File: config.mk
export PLATFORM = sky130hd
export DESIGN_NAME = quad_phase_gen
export DESIGN_NICKNAME = d
export VERILOG_FILES = /design/src/rtl/qpg_pkg.sv /design/src/rtl/qpg_edge_meter.sv /design/src/rtl/qpg_phase_slot.sv /design/src/rtl/quad_phase_gen.sv
export SDC_FILE = /design/constraint.sdc
export NUM_CORES = 1
export LEC_CHECK = 0
export ABC_AREA = 1
export BUFFER_PORTS_ARGS = -buffer_cell sky130_fd_sc_hd__buf_2
export CAP_MARGIN = 5
export CORE_MARGIN = 2
export CORE_UTILIZATION = 65
export CTS_CLUSTER_DIAMETER = 100
export DETAILED_ROUTE_END_ITERATION = 6
export PLACE_DENSITY = 0.82
export SLEW_MARGIN = 20
export SYNTH_ARGS = -nofsm -noshare
export SYNTH_HDL_FRONTEND = slang
export SYNTH_HIERARCHICAL = 1
export SYNTH_SLANG_ARGS = --single-unit
File: constraint.sdc
create_clock -name clk -period 4.4 [get_ports clk]
set_clock_uncertainty 0.05 [all_clocks]
set_input_delay 0.44 -clock clk [delete_from_list [all_inputs] [get_ports clk]]
set_output_delay 0.44 -clock clk [all_outputs]
set_load 0.05 [all_outputs]
File: src/rtl/qpg_pkg.sv
package qpg_pkg;
  localparam int NUM_PHASES = 4;
  localparam int MIN_PERIOD = 4;
  typedef enum logic [1:0] {
    PH_0   = 2'd0,
    PH_90  = 2'd1,
    PH_180 = 2'd2,
    PH_270 = 2'd3
  } phase_e;
endpackage

File: src/rtl/qpg_edge_meter.sv
module qpg_edge_meter #(
  parameter int CNT_W   = 8,
  parameter int MIN_PER = 4
) (
  input  logic             clk,
  input  logic             rst,
  input  logic             smp_in,
  output logic             locked,
  output logic [CNT_W-1:0] pos,
  output logic [CNT_W-1:0] lk_per,
  output logic [CNT_W-1:0] lk_high
);
  localparam logic [CNT_W-1:0] POS_MAX = '1;
  localparam logic [CNT_W-1:0] MIN_V   = CNT_W'(MIN_PER);

  logic             in_d, seen, have_prev;
  logic [CNT_W-1:0] hcnt, prev_per, meas;
  logic             rise, sat, match;

  assign rise  = smp_in & ~in_d;
  assign sat   = (pos == POS_MAX);
  assign meas  = pos + 1'b1;
  assign match = seen && have_prev && !sat && (meas == prev_per) && (meas >= MIN_V);

  always_ff @(posedge clk) begin
    if (rst) begin
      in_d      <= 1'b0;
      seen      <= 1'b0;
      have_prev <= 1'b0;
      pos       <= '0;
      hcnt      <= '0;
      prev_per  <= '0;
      locked    <= 1'b0;
      lk_per    <= '0;
      lk_high   <= '0;
    end else begin
      in_d <= smp_in;
      if (rise) begin
        pos  <= '0;
        hcnt <= CNT_W'(1);
        seen <= 1'b1;
        if (seen) begin
          prev_per  <= sat ? '0 : meas;
          have_prev <= !sat;
          locked    <= match;
          if (match) begin
            lk_per  <= meas;
            lk_high <= hcnt;
          end
        end
      end else begin
        if (!sat) pos <= meas;
        if (smp_in && hcnt != POS_MAX) hcnt <= hcnt + 1'b1;
        if (locked && pos == lk_per - 1'b1) locked <= 1'b0;
      end
    end
  end
endmodule

File: src/rtl/qpg_phase_slot.sv
module qpg_phase_slot #(
  parameter int CNT_W   = 8,
  parameter int QUARTER = 0
) (
  input  logic             clk,
  input  logic             rst,
  input  logic             run,
  input  logic             dcc_en,
  input  logic [CNT_W-1:0] pos,
  input  logic [CNT_W-1:0] per,
  input  logic [CNT_W-1:0] high,
  output logic             ph_out
);
  localparam logic [CNT_W+1:0] QMUL = (CNT_W+2)'(QUARTER);

  logic [CNT_W+1:0] prod;
  logic [CNT_W-1:0] offset, rel, hi_len;

  assign prod   = {2'b00, per} * QMUL;
  assign offset = prod[CNT_W+1:2];
  assign rel    = (pos >= offset) ? (pos - offset) : (pos + (per - offset));
  assign hi_len = dcc_en ? (per >> 1) : high;

  always_ff @(posedge clk) begin
    if (rst) ph_out <= 1'b0;
    else     ph_out <= run && (rel < hi_len);
  end
endmodule

File: src/rtl/quad_phase_gen.sv
module quad_phase_gen #(
  parameter int CNT_W = 8
) (
  input  logic clk,
  input  logic rst,
  input  logic smp_in,
  input  logic dcc_en,
  input  logic hf_mode,
  output logic ph0,
  output logic ph90,
  output logic ph180,
  output logic ph270
);
  import qpg_pkg::*;

  logic             locked;
  logic [CNT_W-1:0] pos, lk_per, lk_high;
  logic [NUM_PHASES-1:0] ph_vec;

  qpg_edge_meter #(.CNT_W(CNT_W), .MIN_PER(MIN_PERIOD)) u_meter (
    .clk     (clk),
    .rst     (rst),
    .smp_in  (smp_in),
    .locked  (locked),
    .pos     (pos),
    .lk_per  (lk_per),
    .lk_high (lk_high)
  );

  for (genvar k = 0; k < NUM_PHASES; k++) begin : g_slot
    logic allowed;
    if (k % 2 == 0) begin : g_even
      assign allowed = 1'b1;
    end else begin : g_odd
      assign allowed = !hf_mode;
    end
    qpg_phase_slot #(.CNT_W(CNT_W), .QUARTER(k)) u_slot (
      .clk    (clk),
      .rst    (rst),
      .run    (locked && allowed),
      .dcc_en (dcc_en),
      .pos    (pos),
      .per    (lk_per),
      .high   (lk_high),
      .ph_out (ph_vec[k])
    );
  end

  assign ph0   = ph_vec[PH_0];
  assign ph90  = ph_vec[PH_90];
  assign ph180 = ph_vec[PH_180];
  assign ph270 = ph_vec[PH_270];
endmodule

==> flow_summary.ini, run 1 <==
[outcome]
status = complete, no violations

[cells_and_area]
multiInputGateArea_um2 = 4890
diodes = 0
fillers = 857
fin_nets = 1141
register_area_um2 = 963
area_delta_synth_final_pct = 6.11
drive_above_1_share_pct = 10.2
fin_area_um2 = 7060

[timing]
rsz0062_at_grt = no
max_freq_ghz = 0.246
period_needed_ns = 4.07
tns_ns = 0
finalMaxSlewViolations = 0
slew_headroom_pct = 42.4
hold_viol_final = 0
setup_viol = 0
worstMarginPinSlew_ns = 0.863
fin_crit_sh_pct = 92.5

[run]
maxCapViolCount = 0

[routing]
post_drt_wl_per_cell_um = 14.4
first_iter_violations = 439
vias_per_cell = 5.57
via_count = 6469
drt_drc_violations_left = 0
first_pass_iters = 5
wl_um = 16800
drtAntennaViolNets = 0

[clock_tree]
max-clock-path-buffers = 2
cts-root-buf = clkbuf_8
cts_buffers = 5
clk_pin_slew_ns = 0.11
hold_buffers = 0
cts_tree = built
post_cts_buffers = 0
numClockSinks = 48
cts-htree-levels = 2
clock_latency_ns = 0.31

[floorplan]
chipHeight_um = 105
coreArea_um2 = 9860
start_util_pct = 67.5
die_w_um = 105
rows = 36
io_pins = 9
die_area_um2 = 11100

[critical_path]
critical_path.max_fanout = 14
critPathCaptureType = register
critPathLaunchType = register
cp.arrival_ns = 4.28
worstPathRequired_ns = 4.61
crit_type = register to register
rrSetupSlack_ns = 0.33

[placement]
placed_area_um2 = 6880
dp_hpwl_um = 13100
gp_congestion = 0.945
port_buffers = 8

[synthesis]
syn_area_per_cell_um2 = 6.59
netlist_area_um2 = 6660
ys_ff_latch = 48
ys_warn_count = 6
netlist_instances = 1010
synthesis.nets = 1124
ys_types = 46
ys_seq_area_share_pct = 14.4

[worst_hold_path]
hp-class = primary input to register

[grt]
antenna_found_initial = 0
grt_max_degree = 45
grt_pass1_wl_um = 28000
overflow = 0
grt_use_total_pct = 31.0
grt_pass1_vias = 5972

[pwr]
p_per_area_nw_per_um2 = 151
peakVddDrop_mv = 0.194
power.leakage_uw = 0.00366
sequential cells by signal, indices dropped and copies added (netlist names):
name / count
u_meter/hcnt: 8
u_meter/lk_high: 8
u_meter/lk_per: 8
u_meter/pos: 8
u_meter/prev_per: 8
g_slot.u_slot/ph_out: 4
u_meter/have_prev: 1
u_meter/in_d: 1
u_meter/locked: 1
u_meter/seen: 1
repair_timing:
item                                   CTS  global route
endpoints found under the hold margin    0             0
setup endpoints to repair                0             1
resized for setup                        0             8
report_power, final:
group	internal [µW]	switching [µW]	leakage (µW)
clock network	229	161	0.0000687
logic	82.6	142	0.00320
registers	442	10.2	0.000390
total	754	313	0.00366
cell type report:
class                   instances  share of cell area, %
clock buffers                   5                  0.974
clock inverters                 3                  0.974
inverters                     193                   10.3
multi-input cells             754                   69.3
flip-flops and latches         48                   13.6
well taps                     133                   2.36
repair buffers                 25                   2.48
cells by family after synthesis:
logic type / count (synthesis) / synth area share (%)
AND/OR/NAND/NOR: 446 / 30.6
buffers and inverters: 208 / 12.5
AO/OA/AOI/OAI: 153 / 13.0
adder cells (fa/ha/maj): 109 / 23.2
flip-flops: 48 / 14.4
XOR/XNOR: 36 / 4.74
multiplexers: 10 / 1.50
cells in the mapped netlist, drive strengths merged:
| master | instances | area share (%) |
|---|---|---|
| nand2 | 251 | 15 |
| inv | 191 | 11 |
| nor2 | 86 | 5.8 |
| ha | 85 | 16 |
| nand3 | 71 | 6.4 |
| a21oi | 69 | 5.8 |
| o21ai | 64 | 4.9 |
| dfxtp | 48 | 14 |
| fa | 24 | 7.2 |
| nand4 | 24 | 2.3 |
| xor2 | 20 | 2.6 |
| xnor2 | 16 | 2.1 |
| mux2i | 10 | 1.5 |
| buf | 9 | 1.3 |
| clkbuf | 6 | 0.34 |
| nor3 | 6 | 0.45 |
| nand3b | 5 | 0.56 |
| a31oi | 4 | 0.38 |
| a2111oi | 3 | 0.39 |
| a211oi | 3 | 0.34 |
| o21bai | 3 | 0.34 |
| or2 | 3 | 0.28 |
| a21o | 2 | 0.23 |
| clkinv | 2 | 0.13 |
| a32o | 1 | 0.15 |
| o211a | 1 | 0.15 |
| o21a | 1 | 0.11 |
| o22ai | 1 | 0.094 |
| o31a | 1 | 0.13 |
final timing paths:
path | startpoint | to | cells past startpoint
max | u_meter/lk_per[2] | g_slot[3].u_slot/ph_out | 19
min | smp_in | u_meter/in_d | 3
max reg2reg | u_meter/lk_per[2] | g_slot[3].u_slot/ph_out | 19
min reg2reg | u_meter/prev_per[3] | u_meter/prev_per[3] | 2
cells in the final DEF, fill, tap and decap left out, types with 20 or more instances in the layout:
master / instances
xor2_1: 20
fa_1: 24
nand3_1: 60
a21oi_1: 61
o21ai_0: 55
nand4_1: 24
ha_1: 83
nor2_1: 66
nand2_1: 237
dfxtp_1: 46
inv_1: 182
worst max-delay path: stages, from the launching register on:
cell and delay (ns):
dfxtp_2 0.35, buf_8 0.16, fa_1 0.43, a21oi_1 0.19, o21ai_1 0.11, a21oi_1 0.15, o21bai_1 0.11, xor2_1 0.22
fa_1 0.45, ha_1 0.36, nand3_1 0.10, nand3_1 0.10, nand2_1 0.07, nand2_1 0.04, o21ai_0 0.13, inv_1 0.07
ha_1 0.32, a2111oi_2 0.36, nand3_1 0.14, a21oi_2 0.11
metal layers:
layer | share of wire [%] | track usage [%] | up-vias
met5 | 0 | 0 | -
met4 | 3.0 | 10.1 | 0
met3 | 6.6 | 3.06 | 39
met2 | 44 | 51.0 | 210
met1 | 46 | 42.6 | 2946
li1 | - | - | 3274
stage by stage:
step                total power [µW]  utilization [%]  setup WS (ns)  hold slack, ns  cells
floorplan                        636                -          0.308           0.393   1010
global placement                 677             69.8          0.397           0.406   1153
detailed placement               683             69.8          0.251           0.422   1153
CTS                             1070             71.2          0.223           0.356   1161
global route                    1120             71.6        0.00382           0.364   1161
finish                          1070             71.6          0.330           0.362   1161
No activity file was read; power rests on OpenSTA's default activity.
==> run 2, diff against run 1 <==
CORE_UTILIZATION = 60   (was 65)
PLACE_DENSITY = 0.76   (was 0.82)
==> run 2 against run 1 <==
- register-to-register slack about the same
- cell area up 0.30%
- via count fell by 2.9%
- count of clock-buffer cells in the layout stayed put
- utilization down 6.2 points
- hold slack worse by 0.0021 ns
- cell count increased by 0.69%
- first-iteration DRC count fell by 12%
- non-clock buffer count is 1 higher
- highest routed layer unchanged
- maximum frequency is 0.36% lower
- global-route usage fell by 1.8 points
- sequential power barely moved
==> flow_summary.ini, run 2 (synthesis gave the netlist of run 1 again) <==
[critical_path]
critPathCaptureType = register
critPathLaunchType = register
worstPathRequired_ns = 4.60
crit_type = register to register
slowest_delay_ns = 0.45
critical_path.max_fanout = 7
crit_chain = nand2_1, inv_1, fa_1, a21oi_1, o21ai_1, a21oi_1, o21bai_1, xor2_1, fa_1, ha_1, nand4_1, nand3_1, nand2_1, nand2_1, o21ai_0, inv_1, ha_1, a2111oi_4, nand3_1, a21oi_2
cp_slowest_cell = fa_1
cp.arrival_ns = 4.29
crit_top_cell = nand2_1

[clock_tree]
post_cts_buffers = 0
cts_buffers = 5
cts_tree = built
max-clock-path-buffers = 2
cts-root-buf = clkbuf_8
numClockSinks = 48
clk_pin_slew_ns = 0.10
cts-htree-levels = 2
clock_latency_ns = 0.31

[routing]
vias_per_cell = 5.37
wl_um = 16800
post_drt_wl_per_cell_um = 14.3
first_pass_iters = 7
drt_drc_violations_left = 0
via_count = 6283
drtAntennaViolNets = 0
first_iter_violations = 386

[placement]
gp_congestion = 0.926
placed_area_um2 = 6900
dp_hpwl_um = 13200
port_buffers = 8
dpl.cell_count = 1161

[cells_and_area]
drive_above_1_share_pct = 10.3
fin_cells = 1169
area_delta_synth_final_pct = 6.43
diodes = 0
fin_nets = 1142
final_cell_mix = nand2_1, inv_1, ha_1, nor2_1, a21oi_1
fillers = 1017
fin_area_um2 = 7080
fin_util_pct = 65.4
multiInputGateArea_um2 = 4900
register_area_um2 = 963
mostFrequentLayoutCell = nand2_1

[pwr]
p_per_area_nw_per_um2 = 151
peakVddDrop_mv = 0.139
power.leakage_uw = 0.00366

[timing]
hold_viol_final = 0
fin_crit_sh_pct = 92.8
worstMarginPinSlew_ns = 0.893
hold_ws_ns = 0.360
tns_ns = 0
period_needed_ns = 4.08
max_freq_ghz = 0.245
slew_headroom_pct = 40.4
finalMaxSlewViolations = 0
setup_viol = 0

[floorplan]
chipHeight_um = 109
start_util_pct = 61.4
die_w_um = 109
rows = 38
coreArea_um2 = 10800
die_area_um2 = 12000
io_pins = 9

[grt]
grt_pass1_wl_um = 27500
overflow = 0
grt_use_total_pct = 29.2
grt_max_degree = 45
antenna_found_initial = 0
grt_pass1_vias = 5743

[worst_hold_path]
hp-class = primary input to register

[run]
maxCapViolCount = 0

[outcome]
status = complete, no violations
-- run 2: final cells by class --
class | count | share of cell area (%)
Clock buffer | 5 | 0.971
Clock inverter | 3 | 0.971
Inverter | 193 | 10.3
Multi-Input combinational cell | 754 | 69.2
Sequential cell | 48 | 13.6
Tap cell | 140 | 2.47
Timing Repair Buffer | 26 | 2.47
-- run 2: final timing paths --
path | startpoint | to | slack, ns | depth (start not counted)
max | u_meter/lk_per[1] | g_slot[3].u_slot/ph_out | 0.32 | 20
min | smp_in | u_meter/in_d | 0.36 | 3
max reg2reg | u_meter/lk_per[1] | g_slot[3].u_slot/ph_out | 0.32 | 20
min reg2reg | u_meter/seen | u_meter/seen | 0.43 | 2
-- run 2: report_power, final --
group,total (µW),switching (µW),internal [µW]
Combinational,225,143,82.7
Sequential,453,11.2,442
Clock,392,163,229
Total,1070,317,754
-- run 2: metrics by stage --
| stage | power (µW) | setup WS (ns) |
|---|---|---|
| 6_report | 1070 | 0.315 |
| 5_1_grt | 1130 | -0.00594 |
| 4_1_cts | 1070 | 0.0682 |
| 3_5_place_dp | 684 | 0.0757 |
| 3_3_place_gp | 679 | 0.381 |
| 2_1_floorplan | 636 | 0.308 |
-- run 2: metal layers --
layer	vias to the layer above	track usage, %	part of all wire [%]
met1	2788	39.9	46
li1	3283	-	-
met2	181	48.0	45
met4	0	10.1	3.2
met5	-	0	0
met3	31	3.14	5.7
-- run 2: repair_timing --
item	in CTS	in global routing
hold buffers	0	0
resized for setup	0	7
setup endpoints to repair	0	1
endpoints found under the hold margin	0	0
-- run 2: worst max-delay path: cells and delay by family, from the launching register on --
family | cells | cell delay, ns
buffers and inverters | 2 | 0.12
AOI/OAI and AO/OA | 7 | 1.17
xor gates and xnor gates | 1 | 0.22
adders and majority gates | 4 | 1.54
and+or+nand+nor | 6 | 0.55
DFF | 1 | 0.38
==> run 3, diff against run 2 <==
BUFFER_PORTS_ARGS = -buffer_cell sky130_fd_sc_hd__buf_4   (was -buffer_cell sky130_fd_sc_hd__buf_2)
RECOVER_POWER = 100   (was not set)
SKIP_CTS_REPAIR_TIMING = 1   (was not set)
==> run 3 against run 2 <==
- worst setup slack improved by 0.018 ns
- combinational power barely moved
- routed wire length rose by 0.34%
- cell count increased by 0.26%
- largest power group unchanged
==> flow_summary.ini, run 3 (synthesis gave the netlist of run 1 again) <==
[grt]
overflow = 0
grt_max_degree = 45
antenna_found_initial = 0
grt_use_total_pct = 29.5
grt_pass1_vias = 5735
grt_pass1_wl_um = 27500

[clock_tree]
cts_buffers = 5
cts-root-buf = clkbuf_8
cts-htree-levels = 2
clock_latency_ns = 0.31
cts_tree = built
numClockSinks = 48
max-clock-path-buffers = 2
clk_pin_slew_ns = 0.10

[timing]
hold_viol_final = 0
worstMarginPinSlew_ns = 1.47
tns_ns = 0
fin_ws_ns = 0.333
fin_crit_sh_pct = 92.4
setup_viol = 0
period_needed_ns = 4.07
slew_headroom_pct = 1.43
max_freq_ghz = 0.246
finalMaxSlewViolations = 0

[critical_path]
reg2reg_depth = 20
cp_top_family = adder cells
critPathLaunchType = register
crit_chain = nand2_1, inv_1, fa_1, a21oi_1, o21ai_1, a21oi_1, o21bai_1, xor2_1, fa_1, ha_1, nand3_1, nand3_1, nand2_1, nand2_1, o21ai_1, inv_1, ha_1, a2111oi_2, nand3_1, a21oi_2
path_buf_inv = 2
cp.arrival_ns = 4.27
rrSetupSlack_ns = 0.33
critical_path.max_fanout = 7
crit_type = register to register
timing.rr.start = u_meter/lk_per[1]
worstPathRequired_ns = 4.61
critPathCaptureType = register
r2r-end = g_slot[3].u_slot/ph_out
slowest_delay_ns = 0.46
cp_slowest_cell = fa_1

[routing]
post_drt_wl_per_cell_um = 14.4
via_count = 6395
drtAntennaViolNets = 0
first_iter_violations = 464
wl_um = 16800
drt_drc_violations_left = 0
first_pass_iters = 5
vias_per_cell = 5.46

[cells_and_area]
mostFrequentLayoutCell = nand2_1
final_cell_mix = nand2_1, inv_1, ha_1, nor2_1, a21oi_1
fillers = 1030
fin_nets = 1145
area_delta_synth_final_pct = 5.83
drive_above_1_share_pct = 9.69
diodes = 0
fin_cells = 1172

[worst_hold_path]
worstHoldStart = smp_in
holdPathEnd = u_meter/in_d
holdPathStages = 3
hp-class = primary input to register

[outcome]
status = complete, no violations

[floorplan]
die_area_um2 = 12000
io_pins = 9
chipHeight_um = 109
start_util_pct = 61.4
rows = 38
coreArea_um2 = 10800
die_w_um = 109

[pwr]
power_frac_seq_pct = 47.0
p_per_area_nw_per_um2 = 136
peakVddDrop_mv = 0.221
p_int_uw = 652
power.leakage_uw = 0.00363
power.share.switching_pct = 32.2
p_comb_share_pct = 23.3
p_clk_share_pct = 29.7
p_switching_uw = 309

[placement]
dpl.cell_count = 1161
port_buffers = 8
place_ws_ns = 0.176
dp_hpwl_um = 13200
gp_congestion = 0.924

[run]
maxCapViolCount = 0
==> run 3: per-layer routing <==
metal | global-route usage, % | vias up | wire [µm]
met4 | 7.96 | 0 | 328
met3 | 3.08 | 26 | 979
met5 | 0 | - | 0
met2 | 47.5 | 195 | 7680
met1 | 42.0 | 2885 | 7840
li1 | - | 3289 | -
==> run 3: worst max-delay path by stage <==
stage	start	depth (start not counted)	endpoint
2_1_floorplan	u_meter/lk_per[2]	23	g_slot[3].u_slot/ph_out
3_3_place_gp	u_meter/lk_per[1]	20	g_slot[3].u_slot/ph_out
3_5_place_dp	u_meter/lk_per[2]	23	g_slot[3].u_slot/ph_out
4_1_cts	u_meter/lk_per[2]	23	g_slot[3].u_slot/ph_out
5_1_grt	u_meter/lk_per[2]	23	g_slot[3].u_slot/ph_out
6_report	u_meter/lk_per[1]	20	g_slot[3].u_slot/ph_out
==> run 3: worst reg2reg max path: stages, from the launching register on <==
cell       delay, ns
dfxtp_2         0.38
nand2_1         0.10
inv_1           0.06
fa_1            0.40
a21oi_1         0.18
o21ai_1         0.10
a21oi_1         0.15
o21bai_1        0.10
xor2_1          0.23
fa_1            0.46
ha_1            0.37
nand3_1         0.11
nand3_1         0.10
nand2_1         0.07
nand2_1         0.04
o21ai_1         0.11
inv_1           0.05
ha_1            0.32
a2111oi_2       0.38
nand3_1         0.13
a21oi_2         0.10
==> run 3: final cells by class <==
cell class	instances	area [µm²]	area share [%]
Multi-Input combinational cell	754	4870	69.2
Sequential cell	48	967	13.7
Inverter	193	728	10.3
Timing Repair Buffer	29	203	2.88
Tap cell	140	175	2.49
Clock buffer	6	82.6	1.17
Clock inverter	2	15.0	0.213
==> run 3: power by group through the flow <==
stage	Clock (µW)	Sequential [µW]	Combinational, µW
CTS	295	453	222
global route	312	454	259
detailed placement	0	463	221
global placement	0	463	217
floorplan	0	461	175
finish	285	452	224
==> run 3: per-stage QoR <==
| step | cell area [µm²] | hold slack, ns | total power (µW) | util [%] |
|---|---|---|---|---|
| 2_1_floorplan | 6660 | 0.393 | 636 | - |
| 3_3_place_gp | 6920 | 0.404 | 680 | 63.8 |
| 3_5_place_dp | 6920 | 0.407 | 684 | 63.8 |
| 4_1_cts | 7020 | 0.328 | 970 | 64.7 |
| 5_1_grt | 7040 | 0.335 | 1020 | 65.0 |
| 6_report | 7040 | 0.340 | 961 | 65.0 |
